## config.mk

```make
export PLATFORM = sky130hd
export DESIGN_NAME = fec_ser_monitor
export DESIGN_NICKNAME = d
export VERILOG_FILES = /design/src/rtl/fec_ser_pkg.sv /design/src/rtl/fec_sat_counter.sv /design/src/rtl/fec_ser_ctrl.sv /design/src/rtl/fec_ser_datapath.sv /design/src/rtl/fec_ser_monitor.sv
export SDC_FILE = /design/constraint.sdc
export NUM_CORES = 1
export LEC_CHECK = 0
export BUFFER_PORTS_ARGS = -buffer_cell sky130_fd_sc_hd__buf_2
export CAP_MARGIN = 10
export CORE_MARGIN = 2
export CORE_UTILIZATION = 49
export CTS_BUF_LIST = sky130_fd_sc_hd__clkbuf_2
export DETAILED_ROUTE_END_ITERATION = 12
export PLACE_DENSITY = 0.8
export SYNTH_ARGS = -nofsm -noshare
export SYNTH_HDL_FRONTEND = slang
export SYNTH_SLANG_ARGS = --single-unit
```

## constraint.sdc

```tcl
create_clock -name clk -period 6.4 [get_ports clk]
set_input_delay 0.64 -clock clk [delete_from_list [all_inputs] [get_ports clk]]
set_output_delay 0.64 -clock clk [all_outputs]
set_load 0.01 [all_outputs]
```

## src/rtl/fec_ser_pkg.sv

```systemverilog
package fec_ser_pkg;

  // Captured mode bits
  typedef struct packed {
    logic fecEn;
    logic corrEn;
    logic indEn;
    logic strict;
  } fec_mode_t;

  // Strobes from control to datapath
  typedef struct packed {
    logic accept;      // decoder results count this cycle
    logic winEnd;      // final codeword of a window accepted
    logic flagEnable;  // flag may be raised at this boundary
  } ser_ctl_t;

  typedef enum logic {ST_LOAD = 1'b0, ST_RUN = 1'b1} ctl_state_t;

endpackage

```

## src/rtl/fec_sat_counter.sv

```systemverilog
module fec_sat_counter #(
  parameter int W     = 32,
  parameter int INC_W = 1
) (
  input  logic             clk,
  input  logic             rst,
  input  logic             en,
  input  logic [INC_W-1:0] inc,
  output logic [W-1:0]     count
);

  logic [W:0] wideSum;

  assign wideSum = {1'b0, count} + (W+1)'(inc);

  always_ff @(posedge clk) begin
    if (rst)
      count <= '0;
    else if (en)
      count <= wideSum[W] ? '1 : wideSum[W-1:0];
  end

endmodule

```

## src/rtl/fec_ser_ctrl.sv

```systemverilog
module fec_ser_ctrl
  import fec_ser_pkg::*;
#(
  parameter int WIN_CW = 8192
) (
  input  logic     clk,
  input  logic     rst,
  input  logic     cfgFecEn,
  input  logic     cfgCorrEn,
  input  logic     cfgIndEn,
  input  logic     cfgStrict,
  input  logic     cwDone,
  output ser_ctl_t ctlS,
  output logic     fecBypassed,
  output logic     decoderBypassed
);

  localparam int WIN_W = $clog2(WIN_CW + 1);
  localparam logic [WIN_W-1:0] LAST_CW = WIN_W'(WIN_CW - 1);

  ctl_state_t       state;
  fec_mode_t        mode;
  logic [WIN_W-1:0] winCnt;
  logic             decSkip;
  logic             live;
  logic             cwTick;
  logic             lastCw;

  // Mode capture: one load cycle after reset, then frozen
  always_ff @(posedge clk) begin
    if (rst) begin
      state <= ST_LOAD;
      mode  <= '0;
    end else if (state == ST_LOAD) begin
      mode  <= '{fecEn: cfgFecEn, corrEn: cfgCorrEn, indEn: cfgIndEn, strict: cfgStrict};
      state <= ST_RUN;
    end
  end

  assign decSkip = !mode.strict && !mode.corrEn && !mode.indEn;
  assign live    = (state == ST_RUN) && mode.fecEn && !decSkip;
  assign cwTick  = live && cwDone;
  assign lastCw  = (winCnt == LAST_CW);

  // Codeword window position
  always_ff @(posedge clk) begin
    if (rst)
      winCnt <= '0;
    else if (cwTick)
      winCnt <= lastCw ? '0 : winCnt + 1'b1;
  end

  always_comb begin
    ctlS.accept     = live;
    ctlS.winEnd     = cwTick && lastCw;
    ctlS.flagEnable = !mode.indEn;
  end

  assign fecBypassed     = !mode.fecEn;
  assign decoderBypassed = mode.fecEn && decSkip;

endmodule

```

## src/rtl/fec_ser_datapath.sv

```systemverilog
module fec_ser_datapath
  import fec_ser_pkg::*;
#(
  parameter int LANES  = 2,
  parameter int INC_W  = 3,
  parameter int CNT_W  = 32,
  parameter int THRESH = 417
) (
  input  logic                   clk,
  input  logic                   rst,
  input  ser_ctl_t               ctlS,
  input  logic                   cwCorrected,
  input  logic                   cwUncorrected,
  input  logic [LANES*INC_W-1:0] symErrInc,
  output logic                   corrPulse,
  output logic                   uncorrPulse,
  output logic [LANES*INC_W-1:0] laneErrPulse,
  output logic [CNT_W-1:0]       corrTotal,
  output logic [CNT_W-1:0]       uncorrTotal,
  output logic [LANES*CNT_W-1:0] laneErrTotal,
  output logic                   hiSer
);

  localparam int ACC_W = $clog2(THRESH + 1) + 1;
  localparam int SUM_W = INC_W + $clog2(LANES + 1);
  localparam logic [ACC_W-1:0] THRESH_V = ACC_W'(THRESH);

  logic [SUM_W-1:0] laneSum;
  logic [ACC_W-1:0] acc;
  logic [ACC_W:0]   accWide;
  logic [ACC_W-1:0] accNext;

  // Codeword event pulses
  always_ff @(posedge clk) begin
    if (rst) begin
      corrPulse   <= 1'b0;
      uncorrPulse <= 1'b0;
    end else begin
      corrPulse   <= ctlS.accept && cwCorrected;
      uncorrPulse <= ctlS.accept && cwUncorrected;
    end
  end

  fec_sat_counter #(.W(CNT_W), .INC_W(1)) u_corrCnt (
    .clk(clk), .rst(rst), .en(ctlS.accept), .inc(cwCorrected), .count(corrTotal)
  );

  fec_sat_counter #(.W(CNT_W), .INC_W(1)) u_uncorrCnt (
    .clk(clk), .rst(rst), .en(ctlS.accept), .inc(cwUncorrected), .count(uncorrTotal)
  );

  // Per-lane echo and totals
  for (genvar g = 0; g < LANES; g++) begin : g_lane
    logic [INC_W-1:0] laneInc;
    assign laneInc = symErrInc[g*INC_W +: INC_W];

    always_ff @(posedge clk) begin
      if (rst)
        laneErrPulse[g*INC_W +: INC_W] <= '0;
      else
        laneErrPulse[g*INC_W +: INC_W] <= ctlS.accept ? laneInc : '0;
    end

    fec_sat_counter #(.W(CNT_W), .INC_W(INC_W)) u_laneCnt (
      .clk(clk), .rst(rst), .en(ctlS.accept), .inc(laneInc),
      .count(laneErrTotal[g*CNT_W +: CNT_W])
    );
  end

  // Window symbol-error accumulator
  always_comb begin
    laneSum = '0;
    for (int i = 0; i < LANES; i++)
      laneSum = laneSum + SUM_W'(symErrInc[i*INC_W +: INC_W]);
  end

  assign accWide = {1'b0, acc} + (ACC_W+1)'(laneSum);
  assign accNext = accWide[ACC_W] ? '1 : accWide[ACC_W-1:0];

  always_ff @(posedge clk) begin
    if (rst) begin
      acc   <= '0;
      hiSer <= 1'b0;
    end else if (ctlS.winEnd) begin
      acc   <= '0;
      hiSer <= ctlS.flagEnable && (accNext > THRESH_V);
    end else if (ctlS.accept) begin
      acc   <= accNext;
    end
  end

endmodule

```

## src/rtl/fec_ser_monitor.sv

```systemverilog
module fec_ser_monitor
  import fec_ser_pkg::*;
#(
  parameter int LANES  = 2,
  parameter int INC_W  = 3,
  parameter int CNT_W  = 32,
  parameter int WIN_CW = 8192,
  parameter int THRESH = 417
) (
  input  logic                   clk,
  input  logic                   rst,
  input  logic                   cfgFecEn,
  input  logic                   cfgCorrEn,
  input  logic                   cfgIndEn,
  input  logic                   cfgStrict,
  input  logic                   cwDone,
  input  logic                   cwCorrected,
  input  logic                   cwUncorrected,
  input  logic [LANES*INC_W-1:0] symErrInc,
  output logic                   corrPulse,
  output logic                   uncorrPulse,
  output logic [LANES*INC_W-1:0] laneErrPulse,
  output logic [CNT_W-1:0]       corrTotal,
  output logic [CNT_W-1:0]       uncorrTotal,
  output logic [LANES*CNT_W-1:0] laneErrTotal,
  output logic                   hiSer,
  output logic                   fecBypassed,
  output logic                   decoderBypassed
);

  ser_ctl_t ctlS;

  fec_ser_ctrl #(.WIN_CW(WIN_CW)) u_ctrl (
    .clk            (clk),
    .rst            (rst),
    .cfgFecEn       (cfgFecEn),
    .cfgCorrEn      (cfgCorrEn),
    .cfgIndEn       (cfgIndEn),
    .cfgStrict      (cfgStrict),
    .cwDone         (cwDone),
    .ctlS           (ctlS),
    .fecBypassed    (fecBypassed),
    .decoderBypassed(decoderBypassed)
  );

  fec_ser_datapath #(
    .LANES(LANES), .INC_W(INC_W), .CNT_W(CNT_W), .THRESH(THRESH)
  ) u_dp (
    .clk          (clk),
    .rst          (rst),
    .ctlS         (ctlS),
    .cwCorrected  (cwCorrected),
    .cwUncorrected(cwUncorrected),
    .symErrInc    (symErrInc),
    .corrPulse    (corrPulse),
    .uncorrPulse  (uncorrPulse),
    .laneErrPulse (laneErrPulse),
    .corrTotal    (corrTotal),
    .uncorrTotal  (uncorrTotal),
    .laneErrTotal (laneErrTotal),
    .hiSer        (hiSer)
  );

endmodule

```

==> impl_results.html <==
<table>
<tr><th>Metric</th><th>Value</th></tr>
<tr><th colspan="2">Drt</th></tr>
<tr><td>Number of DRC markers in iteration 0</td><td>409</td></tr>
<tr><td># DRC</td><td>0</td></tr>
<tr><td>Pre-antenna DRT Iters</td><td>5</td></tr>
<tr><td>Wirelength, routed</td><td>18900 microns</td></tr>
<tr><td>Per-cell routed wire length</td><td>14.8 microns</td></tr>
<tr><td>Number of vias in the routed layout</td><td>7086</td></tr>
<tr><td>Drt via density</td><td>5.57</td></tr>
<tr><td>Detail Route Antenna Nets</td><td>0</td></tr>
<tr><th colspan="2">STA</th></tr>
<tr><td>Count of final hold-check violations</td><td>0</td></tr>
<tr><td>TNS Setup</td><td>0 ps</td></tr>
<tr><td>Final critical path time including I/O delays and setup</td><td>3210 ps</td></tr>
<tr><td>Final setup skew</td><td>25.6 ps</td></tr>
<tr><td>Max transition margin</td><td>22.3%</td></tr>
<tr><td>Fin crit share</td><td>50.2%</td></tr>
<tr><td>Achievable frequency</td><td>311 MHz</td></tr>
<tr><td>RSZ-0062 raised after global routing</td><td>false</td></tr>
<tr><td>Number of pins exceeding their max-slew limit in the final report</td><td>0</td></tr>
<tr><td>Setup WS post-layout</td><td>3190 ps</td></tr>
<tr><td>Worst-Margin Slew</td><td>1160 ps</td></tr>
<tr><td>Final Setup Violations</td><td>0</td></tr>
<tr><th colspan="2">Finish</th></tr>
<tr><td>Net count reported at finish</td><td>1080</td></tr>
<tr><td>P&amp;R area growth vs syn</td><td>14.7%</td></tr>
<tr><td>Leading cell type in the layout, fill and taps excluded</td><td>sky130_fd_sc_hd__dfxtp_1</td></tr>
<tr><td>Proportion of layout cells with a drive suffix above 1</td><td>19.1%</td></tr>
<tr><td>Commonest cells after routing, fill and taps aside</td><td>sky130_fd_sc_hd__dfxtp_1 (166), sky130_fd_sc_hd__buf_2 (152), sky130_fd_sc_hd__a21oi_1 (112)</td></tr>
<tr><th colspan="2">Logic synthesis</th></tr>
<tr><td>Synthesized-area fraction occupied by xor and xnor cells</td><td>12.4%</td></tr>
<tr><td>Register bit total from synthesis</td><td>166</td></tr>
<tr><td>Flip-flop cell with the highest count after synthesis</td><td>sky130_fd_sc_hd__dfxtp_1</td></tr>
<tr><td>Area fraction in compound gates after synthesis</td><td>13.1%</td></tr>
<tr><td>Largest family of logic cells by synthesized area</td><td>simple AND/OR/NAND/NOR gates</td></tr>
<tr><td>Async set or reset register ratio after synthesis</td><td>0%</td></tr>
<tr><td>Mux share of post-synthesis cell area</td><td>0.888%</td></tr>
<tr><td>Post-Synthesis Cells</td><td>904</td></tr>
<tr><td>Synthesized-area fraction occupied by adder cells</td><td>4.03%</td></tr>
<tr><td>Post-synthesis share of cell area spent on and, or, nand and nor gates</td><td>24.4%</td></tr>
<tr><td>Fraction of the yosys area taken by sequential cells</td><td>42.1%</td></tr>
<tr><td>Post-synth EDFFs</td><td>0</td></tr>
<tr><td>Mean Syn Cell Area</td><td>8.73 sq um</td></tr>
<tr><td>Count of different cell masters after synthesis</td><td>63</td></tr>
<tr><td>Ys Warns</td><td>0</td></tr>
<tr><td>Post-Syn Nets</td><td>942</td></tr>
<tr><td>Netlist area before placement</td><td>7890 sq um</td></tr>
<tr><th colspan="2">Place</th></tr>
<tr><td>Post-DP HPWL</td><td>13300 microns</td></tr>
<tr><td>Port Buf Inserts</td><td>153</td></tr>
<tr><td>Placement-stage worst setup slack</td><td>2890 ps</td></tr>
<tr><td>Gpl congestion</td><td>0.888</td></tr>
<tr><th colspan="2">Global route</th></tr>
<tr><td>Global-route wire length before repair</td><td>30200 microns</td></tr>
<tr><td>Antenna violations before repair</td><td>1</td></tr>
<tr><td>Largest net degree at the start of global routing</td><td>70</td></tr>
<tr><td>Grt ovf</td><td>0</td></tr>
<tr><td>Number of global-route vias before repair</td><td>6376</td></tr>
<tr><td>Tot GR Track Use</td><td>21.9%</td></tr>
<tr><th colspan="2">Critical path</th></tr>
<tr><td>Source of the worst register-to-register timing path</td><td>u_ctrl.state$_DFF_P_</td></tr>
<tr><td>Cell depth of the worst flop-to-flop path</td><td>7</td></tr>
<tr><td>CP Class</td><td>reg2reg</td></tr>
<tr><td>Startpoint kind of the worst setup timing path</td><td>flip-flop</td></tr>
<tr><td>Worst-case register-to-register setup slack</td><td>3190 ps</td></tr>
<tr><td>Critical path capture point type</td><td>flip-flop</td></tr>
<tr><td>Crit path arrival time</td><td>3860 ps</td></tr>
<tr><td>Required time reported for the critical path endpoint</td><td>7040 ps</td></tr>
<tr><td>Critical path fanouts, max</td><td>26</td></tr>
<tr><td>R2R Path End</td><td>u_dp.g_lane[0].u_laneCnt.count[6]$_SDFFE_PP0P_</td></tr>
<tr><th colspan="2">Clock network</th></tr>
<tr><td>Hold buffer count at CTS</td><td>0</td></tr>
<tr><td>Clock slew at reported path FFs</td><td>230 ps</td></tr>
<tr><td>Count of instances resized after the clock tree is built</td><td>0</td></tr>
<tr><td>Maximum count of clock buffers along a single path</td><td>2</td></tr>
<tr><td>Clock tree from TritonCTS</td><td>done</td></tr>
<tr><td># Post-CTS Setup Buffers</td><td>0</td></tr>
<tr><td>Clock root buffer master</td><td>sky130_fd_sc_hd__clkbuf_2</td></tr>
<tr><td>H-tree lvl count</td><td>4</td></tr>
<tr><td>TritonCTS buffer count</td><td>17</td></tr>
<tr><td>Source-to-sink clock delay at the later pin of the worst-skew pair</td><td>720 ps</td></tr>
<tr><td>Total clock sinks</td><td>166</td></tr>
<tr><th colspan="2">Worst hold path</th></tr>
<tr><td>Hold path endpoint</td><td>u_ctrl.mode[3]$_SDFFE_PP0N_</td></tr>
<tr><td>Hold wc startpoint</td><td>cfgFecEn</td></tr>
<tr><td>Hold Crit Class</td><td>in2reg</td></tr>
<tr><td>Cell depth of the worst hold path</td><td>3</td></tr>
<tr><th colspan="2">Floorplan</th></tr>
<tr><td>Core region area</td><td>15800 sq um</td></tr>
<tr><td>I/O pin total</td><td>154</td></tr>
<tr><td>Initial Util</td><td>49.8%</td></tr>
<tr><td>Die footprint</td><td>17100 sq um</td></tr>
<tr><td># rows</td><td>46</td></tr>
<tr><td>Die height</td><td>131 microns</td></tr>
<tr><td>Die Width</td><td>131 microns</td></tr>
<tr><th colspan="2">Power</th></tr>
<tr><td>Total power draw</td><td>1660 uW</td></tr>
<tr><td>P per Cell Area</td><td>184 nW/um^2</td></tr>
<tr><td>Reported leakage power</td><td>0.00371 uW</td></tr>
<tr><td>IR drop worst, VDD</td><td>0.101 mV</td></tr>
<tr><th colspan="2">Job</th></tr>
<tr><td>Count of max-cap constraint violations</td><td>0</td></tr>
<tr><th colspan="2">Status</th></tr>
<tr><td>Status</td><td>finished, final reports clean</td></tr>
</table>
==> report_power, final <==
group	leakage, uW	internal [uW]	total, uW	switching, uW
logic	0.00223	24.7	72.6	47.9
clock network	0.000137	180	544	364
registers	0.00134	1040	1050	5.90
total	0.00371	1250	1660	418
==> layout make-up <==
class / count / area (sq um)
Clock buffer: 19 / 95.1
Tap cell: 216 / 270
Timing Repair Buffer: 157 / 798
Clock inverter: 13 / 131
Antenna cell: 1 / 2.50
Inverter: 22 / 82.6
Multi-Input combinational cell: 678 / 4350
Sequential cell: 166 / 3320
Fill cell: 1395 / 6780
==> per-layer routing <==
layer	global-route usage, %	wire (microns)	up-vias	part of all wire (%)
met5	0	0	-	0
met4	7.63	320	0	1.7
met3	5.99	1040	25	5.5
met2	34.5	8650	164	46
met1	29.0	8850	3378	47
li1	-	-	3519	-
==> stage by stage <==
| step | hold slack [ps] | std cells | utilization, % | cell area (sq um) |
|---|---|---|---|---|
| 2_1_floorplan | 449 | 904 | - | 7890 |
| 3_3_place_gp | 461 | 1239 | 55.7 | 8820 |
| 6_report | 132 | 1272 | 57.2 | 9050 |
| 4_1_cts | 50.8 | 1271 | 57.2 | 9050 |
| 5_1_grt | 42.4 | 1272 | 57.2 | 9050 |
| 3_5_place_dp | 469 | 1239 | 55.7 | 8820 |
==> kinds of logic after synthesis <==
family	count (synthesis)
and+or+nand+nor	360
AOI/OAI and AO/OA	176
DFF	166
xor gates and xnor gates	112
buffers and inverters	60
adders and majority gates	23
muxes	7
==> critical path, cell delays in order, from the launching register on <==
cell and delay (ps):
sky130_fd_sc_hd__dfxtp_1 580, sky130_fd_sc_hd__o311a_1 630, sky130_fd_sc_hd__buf_4 360, sky130_fd_sc_hd__o2111ai_1 350, sky130_fd_sc_hd__nor3_2 370, sky130_fd_sc_hd__and2_1 270, sky130_fd_sc_hd__nand2_2 330, sky130_fd_sc_hd__a21oi_1 240
==> sequential cells by signal, summed over array words and instances (netlist names) <==
register / cells
u_dp.u_uncorrCnt.count: 32
u_dp.acc: 10
u_dp.u_corrCnt.count: 32
u_dp.g_lane.u_laneCnt.count: 64
u_dp.laneErrPulse: 6
u_dp.hiSer: 1
u_dp.corrPulse: 1
u_ctrl.winCnt: 14
u_ctrl.state: 1
u_ctrl.mode: 4
u_dp.uncorrPulse: 1
==> cell usage after synthesis (2+ instances only) <==
master | instances | area (sq um)
sky130_fd_sc_hd__dfxtp_1 | 166 | 3320
sky130_fd_sc_hd__a21oi_1 | 112 | 561
sky130_fd_sc_hd__nor2_1 | 75 | 282
sky130_fd_sc_hd__xor2_1 | 64 | 561
sky130_fd_sc_hd__nand2_1 | 58 | 218
sky130_fd_sc_hd__nand3_1 | 53 | 265
sky130_fd_sc_hd__xnor2_1 | 48 | 420
sky130_fd_sc_hd__nor3_1 | 40 | 200
sky130_fd_sc_hd__nand4_1 | 37 | 231
sky130_fd_sc_hd__and3_1 | 31 | 194
sky130_fd_sc_hd__clkbuf_1 | 24 | 90.1
sky130_fd_sc_hd__inv_1 | 22 | 82.6
sky130_fd_sc_hd__ha_1 | 19 | 238
sky130_fd_sc_hd__and4_1 | 14 | 123
sky130_fd_sc_hd__o21ai_0 | 13 | 65.1
sky130_fd_sc_hd__nor4_1 | 11 | 68.8
sky130_fd_sc_hd__a31oi_1 | 10 | 62.6
sky130_fd_sc_hd__buf_2 | 10 | 50.1
sky130_fd_sc_hd__a21o_1 | 9 | 67.6
sky130_fd_sc_hd__mux2i_1 | 7 | 70.1
sky130_fd_sc_hd__and2_1 | 5 | 31.3
sky130_fd_sc_hd__nor2b_1 | 5 | 31.3
sky130_fd_sc_hd__or3_1 | 5 | 31.3
sky130_fd_sc_hd__buf_1 | 4 | 15.0
sky130_fd_sc_hd__fa_1 | 4 | 80.1
sky130_fd_sc_hd__o211a_1 | 4 | 40.0
sky130_fd_sc_hd__a211oi_1 | 3 | 22.5
sky130_fd_sc_hd__a221oi_1 | 3 | 26.3
sky130_fd_sc_hd__a311oi_1 | 3 | 26.3
sky130_fd_sc_hd__a41oi_1 | 3 | 26.3
sky130_fd_sc_hd__nand2b_1 | 3 | 18.8
sky130_fd_sc_hd__nor3b_1 | 3 | 22.5
sky130_fd_sc_hd__nand3_2 | 2 | 20.0
sky130_fd_sc_hd__nor4_4 | 2 | 42.5
sky130_fd_sc_hd__o211ai_1 | 2 | 15.0
sky130_fd_sc_hd__or2_2 | 2 | 12.5
sky130_fd_sc_hd__or4_1 | 2 | 15.0
==> worst max path at each step <==
stage / startpoint / endpoint / slack, ps / depth (start not counted)
finish: u_ctrl.state$_DFF_P_ / u_dp.g_lane[0].u_laneCnt.count[6]$_SDFFE_PP0P_ / 3190 / 7
global placement: symErrInc[0] / u_dp.hiSer$_SDFFE_PP0P_ / 3000 / 11
CTS: u_ctrl.state$_DFF_P_ / u_dp.acc[3]$_SDFFE_PP0P_ / 3140 / 7
floorplan: symErrInc[0] / u_dp.hiSer$_SDFFE_PP0P_ / 3280 / 10
global route: u_ctrl.state$_DFF_P_ / u_dp.g_lane[0].u_laneCnt.count[27]$_SDFFE_PP0P_ / 2850 / 7
detailed placement: symErrInc[0] / u_dp.hiSer$_SDFFE_PP0P_ / 2890 / 11
Power figures use the tool's default switching activity.
